**config.mk**
```make
export PLATFORM = sky130hd
export DESIGN_NAME = xse_ctrl_top
export DESIGN_NICKNAME = d
export VERILOG_FILES = /design/src/rtl/xse_pkg.sv /design/src/rtl/xse_wr_check.sv /design/src/rtl/xse_mask_reg.sv /design/src/rtl/xse_enable_decode.sv /design/src/rtl/xse_ctrl_top.sv
export SDC_FILE = /design/constraint.sdc
export NUM_CORES = 1
export LEC_CHECK = 0
export ABC_AREA = 1
export BUFFER_PORTS_ARGS = -buffer_cell sky130_fd_sc_hd__buf_2
export CAP_MARGIN = 10
export CORE_MARGIN = 4
export CORE_UTILIZATION = 45
export DETAILED_ROUTE_END_ITERATION = 10
export GPL_TIMING_DRIVEN = 0
export PLACE_DENSITY = 0.78
export SYNTH_ARGS = -nofsm -noshare
export SYNTH_HDL_FRONTEND = slang
export SYNTH_SLANG_ARGS = --single-unit
```
**constraint.sdc**
```tcl
create_clock -name clk -period 3.2 [get_ports clk]
set_clock_uncertainty 0.15 [all_clocks]
set_input_delay 0.32 -clock clk [delete_from_list [all_inputs] [get_ports clk]]
set_output_delay 0.32 -clock clk [all_outputs]
set_load 0.01 [all_outputs]
```
**src/rtl/xse_pkg.sv**
```systemverilog
package xse_pkg;
  localparam int REG_W      = 64;
  localparam int HALF_W     = 32;
  localparam int NUM_COMP   = 3;
  localparam int COMP_X87   = 0;
  localparam int COMP_SSE   = 1;
  localparam int COMP_WIDE  = 2;
  localparam logic [REG_W-1:0] RESET_MASK = 64'h1;

  typedef enum logic [2:0] {
    REJ_NONE,
    REJ_DISABLED,
    REJ_UNSUPPORTED,
    REJ_NO_BASE,
    REJ_WIDE_NO_SSE
  } rej_e;
endpackage

```
**src/rtl/xse_wr_check.sv**
```systemverilog
module xse_wr_check
  import xse_pkg::*;
#(
  parameter int NCOMP = NUM_COMP
) (
  input  logic             save_en,
  input  logic [REG_W-1:0] value,
  output rej_e             cause
);
  localparam logic [REG_W-1:0] SUP_MASK = (REG_W'(1) << NCOMP) - REG_W'(1);

  logic unsupported;
  assign unsupported = |(value & ~SUP_MASK);

  always_comb begin
    if (!save_en)
      cause = REJ_DISABLED;
    else if (unsupported)
      cause = REJ_UNSUPPORTED;
    else if (!value[COMP_X87])
      cause = REJ_NO_BASE;
    else if (value[COMP_WIDE] && !value[COMP_SSE])
      cause = REJ_WIDE_NO_SSE;
    else
      cause = REJ_NONE;
  end
endmodule

```
**src/rtl/xse_mask_reg.sv**
```systemverilog
module xse_mask_reg
  import xse_pkg::*;
#(
  parameter int NCOMP = NUM_COMP
) (
  input  logic             clk,
  input  logic             rst_n,
  input  logic             save_en,
  input  logic             wr_valid,
  input  logic [REG_W-1:0] wr_value,
  input  rej_e             wr_cause,
  input  logic             rd_valid,
  output logic [REG_W-1:0] mask,
  output logic [REG_W-1:0] rd_data,
  output logic             rd_done,
  output logic             fault
);
  logic rd_take, wr_ok, wr_bad, rd_ok, rd_bad;

  assign rd_take = rd_valid && !wr_valid;
  assign wr_ok   = wr_valid && (wr_cause == REJ_NONE);
  assign wr_bad  = wr_valid && (wr_cause != REJ_NONE);
  assign rd_ok   = rd_take && save_en;
  assign rd_bad  = rd_take && !save_en;

  always_ff @(posedge clk) begin
    if (!rst_n) begin
      mask    <= RESET_MASK;
      rd_data <= '0;
      rd_done <= 1'b0;
      fault   <= 1'b0;
    end else begin
      fault   <= wr_bad || rd_bad;
      rd_done <= rd_ok;
      if (rd_ok) rd_data <= mask;
      if (wr_ok) mask    <= wr_value;
    end
  end


  x87_kept_chk: assert property (@(posedge clk) disable iff (!rst_n)
    mask[COMP_X87]);

  wide_needs_sse_chk: assert property (@(posedge clk) disable iff (!rst_n)
    mask[COMP_WIDE] |-> mask[COMP_SSE]);

  no_unsup_bits_chk: assert property (@(posedge clk) disable iff (!rst_n)
    (mask >> NCOMP) == '0);

  gated_access_chk: assert property (@(posedge clk) disable iff (!rst_n)
    ((wr_valid || rd_valid) && !save_en) |=> (fault && !rd_done));

  read_done_chk: assert property (@(posedge clk) disable iff (!rst_n)
    (rd_valid && !wr_valid && save_en) |=> (rd_done && !fault));

  write_wins_chk: assert property (@(posedge clk) disable iff (!rst_n)
    (wr_valid && rd_valid) |=> !rd_done);

  mask_only_by_write_chk: assert property (@(posedge clk) disable iff (!rst_n)
    !$stable(mask) |-> ($past(wr_valid) && !fault));

  fault_no_read_chk: assert property (@(posedge clk) disable iff (!rst_n)
    !(fault && rd_done));
endmodule

```
**src/rtl/xse_enable_decode.sv**
```systemverilog
module xse_enable_decode
  import xse_pkg::*;
#(
  parameter int NCOMP = NUM_COMP
) (
  input  logic             clk,
  input  logic             rst_n,
  input  logic             save_en,
  input  logic             fp_exc_en,
  input  logic             legacy_en,
  input  logic [REG_W-1:0] mask,
  output logic [NCOMP-1:0] comp_mgd,
  output logic             wide_on,
  output logic             legacy_on,
  output logic             exc_on
);
  for (genvar g = 0; g < NCOMP; g++) begin : g_comp
    assign comp_mgd[g] = save_en && mask[g];
  end

  assign wide_on   = comp_mgd[COMP_WIDE] && comp_mgd[COMP_SSE];
  assign legacy_on = legacy_en;
  assign exc_on    = fp_exc_en;


  wide_gated_chk: assert property (@(posedge clk) disable iff (!rst_n)
    wide_on |-> (save_en && mask[COMP_SSE] && mask[COMP_WIDE]));

  x87_gated_chk: assert property (@(posedge clk) disable iff (!rst_n)
    comp_mgd[COMP_X87] |-> save_en);
endmodule

```
**src/rtl/xse_ctrl_top.sv**
```systemverilog
module xse_ctrl_top
  import xse_pkg::*;
(
  input  logic              clk,
  input  logic              rst_n,
  input  logic              ctl_save_en,
  input  logic              ctl_fp_exc_en,
  input  logic              ctl_legacy_simd_en,
  input  logic              wr_valid,
  input  logic [HALF_W-1:0] wr_hi,
  input  logic [HALF_W-1:0] wr_lo,
  input  logic              rd_valid,
  output logic              rd_done,
  output logic [HALF_W-1:0] rd_hi,
  output logic [HALF_W-1:0] rd_lo,
  output logic              gp_fault,
  output logic              x87_mgd,
  output logic              wide_vec_on,
  output logic              legacy_simd_on,
  output logic              simd_exc_on
);
  logic [REG_W-1:0]    wr_value, mask, rd_data;
  logic [NUM_COMP-1:0] comp_mgd;
  rej_e                cause;

  assign wr_value = {wr_hi, wr_lo};

  xse_wr_check #(.NCOMP(NUM_COMP)) u_check (
    .save_en (ctl_save_en),
    .value   (wr_value),
    .cause   (cause)
  );

  xse_mask_reg #(.NCOMP(NUM_COMP)) u_reg (
    .clk      (clk),
    .rst_n    (rst_n),
    .save_en  (ctl_save_en),
    .wr_valid (wr_valid),
    .wr_value (wr_value),
    .wr_cause (cause),
    .rd_valid (rd_valid),
    .mask     (mask),
    .rd_data  (rd_data),
    .rd_done  (rd_done),
    .fault    (gp_fault)
  );

  xse_enable_decode #(.NCOMP(NUM_COMP)) u_dec (
    .clk       (clk),
    .rst_n     (rst_n),
    .save_en   (ctl_save_en),
    .fp_exc_en (ctl_fp_exc_en),
    .legacy_en (ctl_legacy_simd_en),
    .mask      (mask),
    .comp_mgd  (comp_mgd),
    .wide_on   (wide_vec_on),
    .legacy_on (legacy_simd_on),
    .exc_on    (simd_exc_on)
  );

  assign x87_mgd = comp_mgd[COMP_X87];
  assign rd_hi   = rd_data[REG_W-1:HALF_W];
  assign rd_lo   = rd_data[HALF_W-1:0];
endmodule

```
======== Word level (Yosys, flattened, before mapping) ========
Cells that the tools add are included.
W data, S select, Z words.
word-level totals
  register bits after elaboration ......... 130
  latch bits .............................. 0
  memory bits (writable) .................. 0
  ROM bits ................................ 0
  input port bits ......................... 71
  output and inout bits ................... 70
  logic and storage cells ................. 25
  memories ................................ 0
cells by class
  add/sub/neg operators ................... 0
  $mul .................................... 0
  div/mod/pow operators ................... 0
  magnitude comparators ................... 0
  equal/unequal tests ..................... 0
  shifts and indexed selects .............. 0
  multiplexer cells ....................... 4
  bitwise operators ....................... 0
  reductions and logical operators ........ 17
operator list
  kind                 count
  $reduce_or A61 Y1    1
  $mux W3              4
  $logic_and A1 B1 Y1  10
  $logic_not A1 Y1     3
  $logic_not A3 Y1     1
  $reduce_bool A3 Y1   1
  $logic_or A1 B1 Y1   1

======== Logic depth before layout (Yosys ltp) ========
  depth in word-level cells ............... 9
  gate-level depth with buffers ........... 10

======== Cells and area by module ========
Synthesis repeated with hierarchy kept, for this count alone.
second synthesis, totals
  cells, all modules ...................... 798
  area total of the unflattened synthesis .. 5,761.8 um^2
modules (own cells, without submodules)
  module             instances  cells an instance  area each (um^2)  seq. area each (um^2)
  xse_mask_reg       1          722                5,441.5           2,602.5
  xse_wr_check       1          66                 270.3             0.0
  xse_enable_decode  1          10                 50.0              0.0

======== Worst setup path before layout ========
No wires, ideal clock.
  kind .................................... input-to-reg
  start point ............................. input wr_hi[17]
  end point ............................... register u_reg.mask[34]
  arrival time ............................ 1.186 ns
  path slack .............................. 1.753 ns
  stages on the path ...................... 10
  path buffers ............................ 2
  cells stage by stage .................... nor2_1 -> nand2_1 -> nor2_1 -> nand2_1 -> nor2_1 -> nand3_1 -> buf_4 -> buf_6 -> nand3_1 -> inv_1
on the way
  word-level cells in the longest chain between the ends .. 5
ends and longest elaborated chain
  item                  RTL line            source
  from (decl)           xse_ctrl_top.sv:10  input logic [HALF_W-1:0] wr_hi,
  $reduce_or A61 Y1     xse_wr_check.sv:13  assign unsupported = |(value & ~SUP_MASK);
  $mux W3               xse_wr_check.sv:18  else if (unsupported)
  $mux W3               xse_wr_check.sv:16  if (!save_en)
  $logic_not A3 Y1      xse_mask_reg.sv:21  assign wr_ok = wr_valid && (wr_cause == REJ_NONE);
  $logic_and A1 B1 Y1   xse_mask_reg.sv:21
  to (signal assigned)  xse_mask_reg.sv:36  if (wr_ok) mask <= wr_value;
  to (decl)             xse_mask_reg.sv:13  output logic [REG_W-1:0] mask,
Every way passes these cells.
A chain may end at the register's enable or synchronous reset.

======== Worst setup path in the final report ========
  start point ............................. input wr_lo[2]
  end point ............................... register u_reg.fault
on the way
  word-level cells in the longest chain between the ends .. 8
ends and longest elaborated chain
  item                  RTL line            source
  from (decl)           xse_ctrl_top.sv:11  input logic [HALF_W-1:0] wr_lo,
  $logic_and A1 B1 Y1   xse_wr_check.sv:22  else if (value[COMP_WIDE] && !value[COMP_SSE])
  $mux W3               xse_wr_check.sv:22
  $mux W3               xse_wr_check.sv:20  else if (!value[COMP_X87])
  $mux W3               xse_wr_check.sv:18
  $mux W3               xse_wr_check.sv:16
  $reduce_bool A3 Y1    xse_mask_reg.sv:22  assign wr_bad = wr_valid && (wr_cause != REJ_NONE);
  $logic_and A1 B1 Y1   xse_mask_reg.sv:22
  $logic_or A1 B1 Y1    xse_mask_reg.sv:33  fault <= wr_bad || rd_bad;
  to (signal assigned)  xse_mask_reg.sv:33
  to (decl)             xse_mask_reg.sv:16  output logic fault
Every way passes these cells.

==> metrics.log <==
INFO  metric run_status = finished clean
INFO  metric wire_length_of_the_first_global_routing_pass = 18400 um
INFO  metric drtIter0Drc = 165
INFO  metric area_growth = 34.5%
INFO  metric die_x = 108 um
INFO  metric critical_path_startpoint_category = primary input
INFO  metric yosys_top_cell_area_share = 58.4%
INFO  metric route.detailed.drc = 0
INFO  metric postRouteAntennaNets = 0
INFO  metric final-max-slew-violation-count = 0
INFO  metric dp.final_hpwl = 7720 um
INFO  metric swShare = 20.4%
INFO  metric cts_inserted_buffers = 17
INFO  metric setup.reg_to_reg.worst_slack = 2.39 ns
INFO  metric synth.avg_cell_area = 7.93 um2
INFO  metric switchingPower = 0.000786 W
INFO  metric clockRootBuffer = sky130_fd_sc_hd__clkbuf_8
INFO  metric leakage_power_summed_over_all_cells = 3.06 nW
INFO  metric cts.htree.levels = 4
INFO  metric place.port_buffers = 137
INFO  metric clock_insertion_delay_worst_skew = 0.51 ns
INFO  metric fmax = 468 MHz
INFO  metric rsz0062_at_grt = no
INFO  metric critical_path_peak_fanout = 10
INFO  metric regToRegEndpoint = u_reg.rd_data[9]
INFO  metric hp-class = in -> reg
INFO  metric worst_hold_path.endpoint = u_reg.rd_data[43]
INFO  metric drive_above_1_share = 25.7%
INFO  metric coreArea = 9730 um2
INFO  metric max_slew_margin = 69.9%
INFO  metric layout_worst_path_cycle_share = 66.8%
INFO  metric setup_viol_count_final = 0
INFO  metric largest_net_degree_at_the_start_of_global_routing = 17
INFO  metric synthDistinctLibCells = 17
INFO  metric final_critical_path_required_period = 2.14 ns
INFO  metric gr-total-overflow = 0
INFO  metric power_frac_clock = 54.4%
INFO  metric fin_nets = 793
INFO  metric worst_ep_required_time = 3.47 ns
INFO  metric std_cell_rows = 36
INFO  metric seq_area_frac_synth = 58.4%
INFO  metric n_antenna_cell = 0
INFO  metric detailedRoute.firstPassIterationCount = 4
INFO  metric irDropWorstVdd = 0.334 mV
INFO  metric timing.setup.critical_path_class = in -> reg
INFO  metric cap_viol_max_count = 0
INFO  metric synth-warning-count = 0
INFO  metric post_drt_via_cell_ratio = 4.63
INFO  metric leading_cell_types_in_the_layout_fill_and_taps_excluded = 143 x sky130_fd_sc_hd__buf_2, 143 x sky130_fd_sc_hd__nand2_1, 130 x sky130_fd_sc_hd__dfxtp_1
INFO  metric setup-tns-final = 0 ns
INFO  metric rr_startpoint = u_reg.rd_data[9]
INFO  metric route.detailed.wl_per_inst = 12.8 um
INFO  metric r2r.worst_path.cells = 2
INFO  metric top_level_ports = 141
INFO  metric hold_path_depth = 3
INFO  metric globalplace.congestion = 0.879
INFO  metric synthesis.nets = 633
INFO  metric yosys_reg_bits = 130
INFO  metric end_kind = flop
INFO  metric combinationalPowerShare = 3.4%
INFO  metric initial_utilization = 45.8%
INFO  metric powerDensity = 642 nW/um2
INFO  metric part_of_the_power_in_registers = 42.1%
INFO  metric clock_sinks = 130
INFO  metric first_global_vias = 4012
INFO  metric fp.dieArea = 11600 um2
INFO  metric min_from = rst_n
INFO  metric clk_pin_slew = 0.06 ns
INFO  metric synthTopCellsByArea = sky130_fd_sc_hd__dfxtp_1 58%, sky130_fd_sc_hd__nand2_1 12%, sky130_fd_sc_hd__a21oi_1 7.2%
INFO  metric final_cell_count_no_fill = 868
INFO  metric post_synth_instance_area = 4460 um2
INFO  metric die_h = 108 um
INFO  metric grt_antenna_before_repair = 0
INFO  metric totalWireLength = 11100 um
INFO  metric largest_buffer_count_on_any_clock_path = 2
INFO  metric tritoncts_clock_tree = done
INFO  metric post_cts.repair.setup_buffers = 0
INFO  metric grt.total_usage = 20.0%
INFO  metric p_int = 0.00307 W
INFO  metric netlist_instances = 562
INFO  metric via_count = 4015
INFO  metric synth_largest_area_cell = sky130_fd_sc_hd__dfxtp_1
INFO  metric cp_data_arrival_time = 2.40 ns
INFO  metric hold_violations = 0
INFO  metric worst_pin_slew = 0.452 ns
INFO  metric fillerInstances = 855
INFO  metric dpl_cells = 832
[synth_stat cells (all sizes together)]
cell type,number
o211ai,1
clkbuf,20
dfxtp,130
buf,16
nand2,144
o21ai,3
nand3,64
nand4,2
a21oi,64
nor2,46
inv,71
nor3,1
[state kept, by name (all words and copies together), names as in the netlist]
register	cells
u_reg.mask	64
u_reg.rd_data	64
u_reg.fault	1
u_reg.rd_done	1
[metrics by stage]
| stage | total power, W | utilization [%] | instance area (um2) | hold WS (ns) | setup slack (ns) |
|---|---|---|---|---|---|
| floorplan | 0.00172 | - | 4460 | 0.282 | 1.75 |
| CTS | 0.00388 | 61.7 | 6000 | 0.141 | 1.05 |
| global placement | 0.00178 | 54.6 | 5310 | 0.290 | 1.29 |
| finish | 0.00385 | 61.7 | 6000 | 0.141 | 1.06 |
| detailed placement | 0.00179 | 54.6 | 5310 | 0.293 | 1.25 |
| global route | 0.00397 | 61.7 | 6000 | 0.164 | 0.885 |
[critical path, cell delays in order]
cell	delay, ns
sky130_fd_sc_hd__dlygate4sd3_1	0.53
sky130_fd_sc_hd__buf_2	0.14
sky130_fd_sc_hd__nand2_1	0.06
sky130_fd_sc_hd__nand4_1	0.07
sky130_fd_sc_hd__nor2_1	0.13
sky130_fd_sc_hd__nand3_1	0.20
sky130_fd_sc_hd__buf_4	0.25
sky130_fd_sc_hd__o211ai_1	0.09
sky130_fd_sc_hd__dlygate4sd3_1	0.58
sky130_fd_sc_hd__inv_1	0.04
[cell families after synthesis]
group / synth area share (%)
and+or+nand+nor: 23.7
DFF: 58.4
buffers and inverters: 10.3
AOI/OAI and AO/OA: 7.69
[per-layer routing]
layer	vias up	global-route usage [%]	share of wire [%]	wire, um
met5	-	0	0	0
met4	0	6.58	1.5	172
met3	17	5.70	4.2	463
met2	89	33.7	51	5640
met1	1847	24.6	44	4870
li1	2062	-	-	-
[worst max path at each step]
stage / from / endpoint / slack (ns)
6_report: wr_lo[2] / u_reg.fault / 1.06
3_3_place_gp: wr_lo[19] / u_reg.mask[39] / 1.29
4_1_cts: wr_lo[1] / u_reg.fault / 1.05
3_5_place_dp: wr_lo[19] / u_reg.mask[53] / 1.25
5_1_grt: wr_lo[2] / u_reg.fault / 0.89
2_1_floorplan: wr_hi[17] / u_reg.mask[34] / 1.75
[power groups by stage]
stage / registers (W) / logic [W] / clock network [W]
3_3_place_gp: 0.00166 / 0.000123 / 0
3_5_place_dp: 0.00166 / 0.000127 / 0
6_report: 0.00162 / 0.000133 / 0.00210
4_1_cts: 0.00162 / 0.000133 / 0.00212
5_1_grt: 0.00162 / 0.000149 / 0.00220
2_1_floorplan: 0.00166 / 0.0000597 / 0
[area by class of cell]
class                   count  area, um2  area share, %
flip-flops and latches    130       2600           43.4
multi-input cells         325       1400           23.3
repair buffers            141        726           12.1
clock buffers              20        445           7.42
inverters                  71        267           4.44
clock inverters            12        203           3.38
plain buffers              36        191           3.19
well taps                 133        166           2.77
[timing repair]
action	in CTS	in global routing
resized for setup	0	0
endpoints found under the hold margin	3	0
setup endpoints to repair	0	0
hold buffers	4	0
No activity file was read; power rests on OpenSTA's default activity.
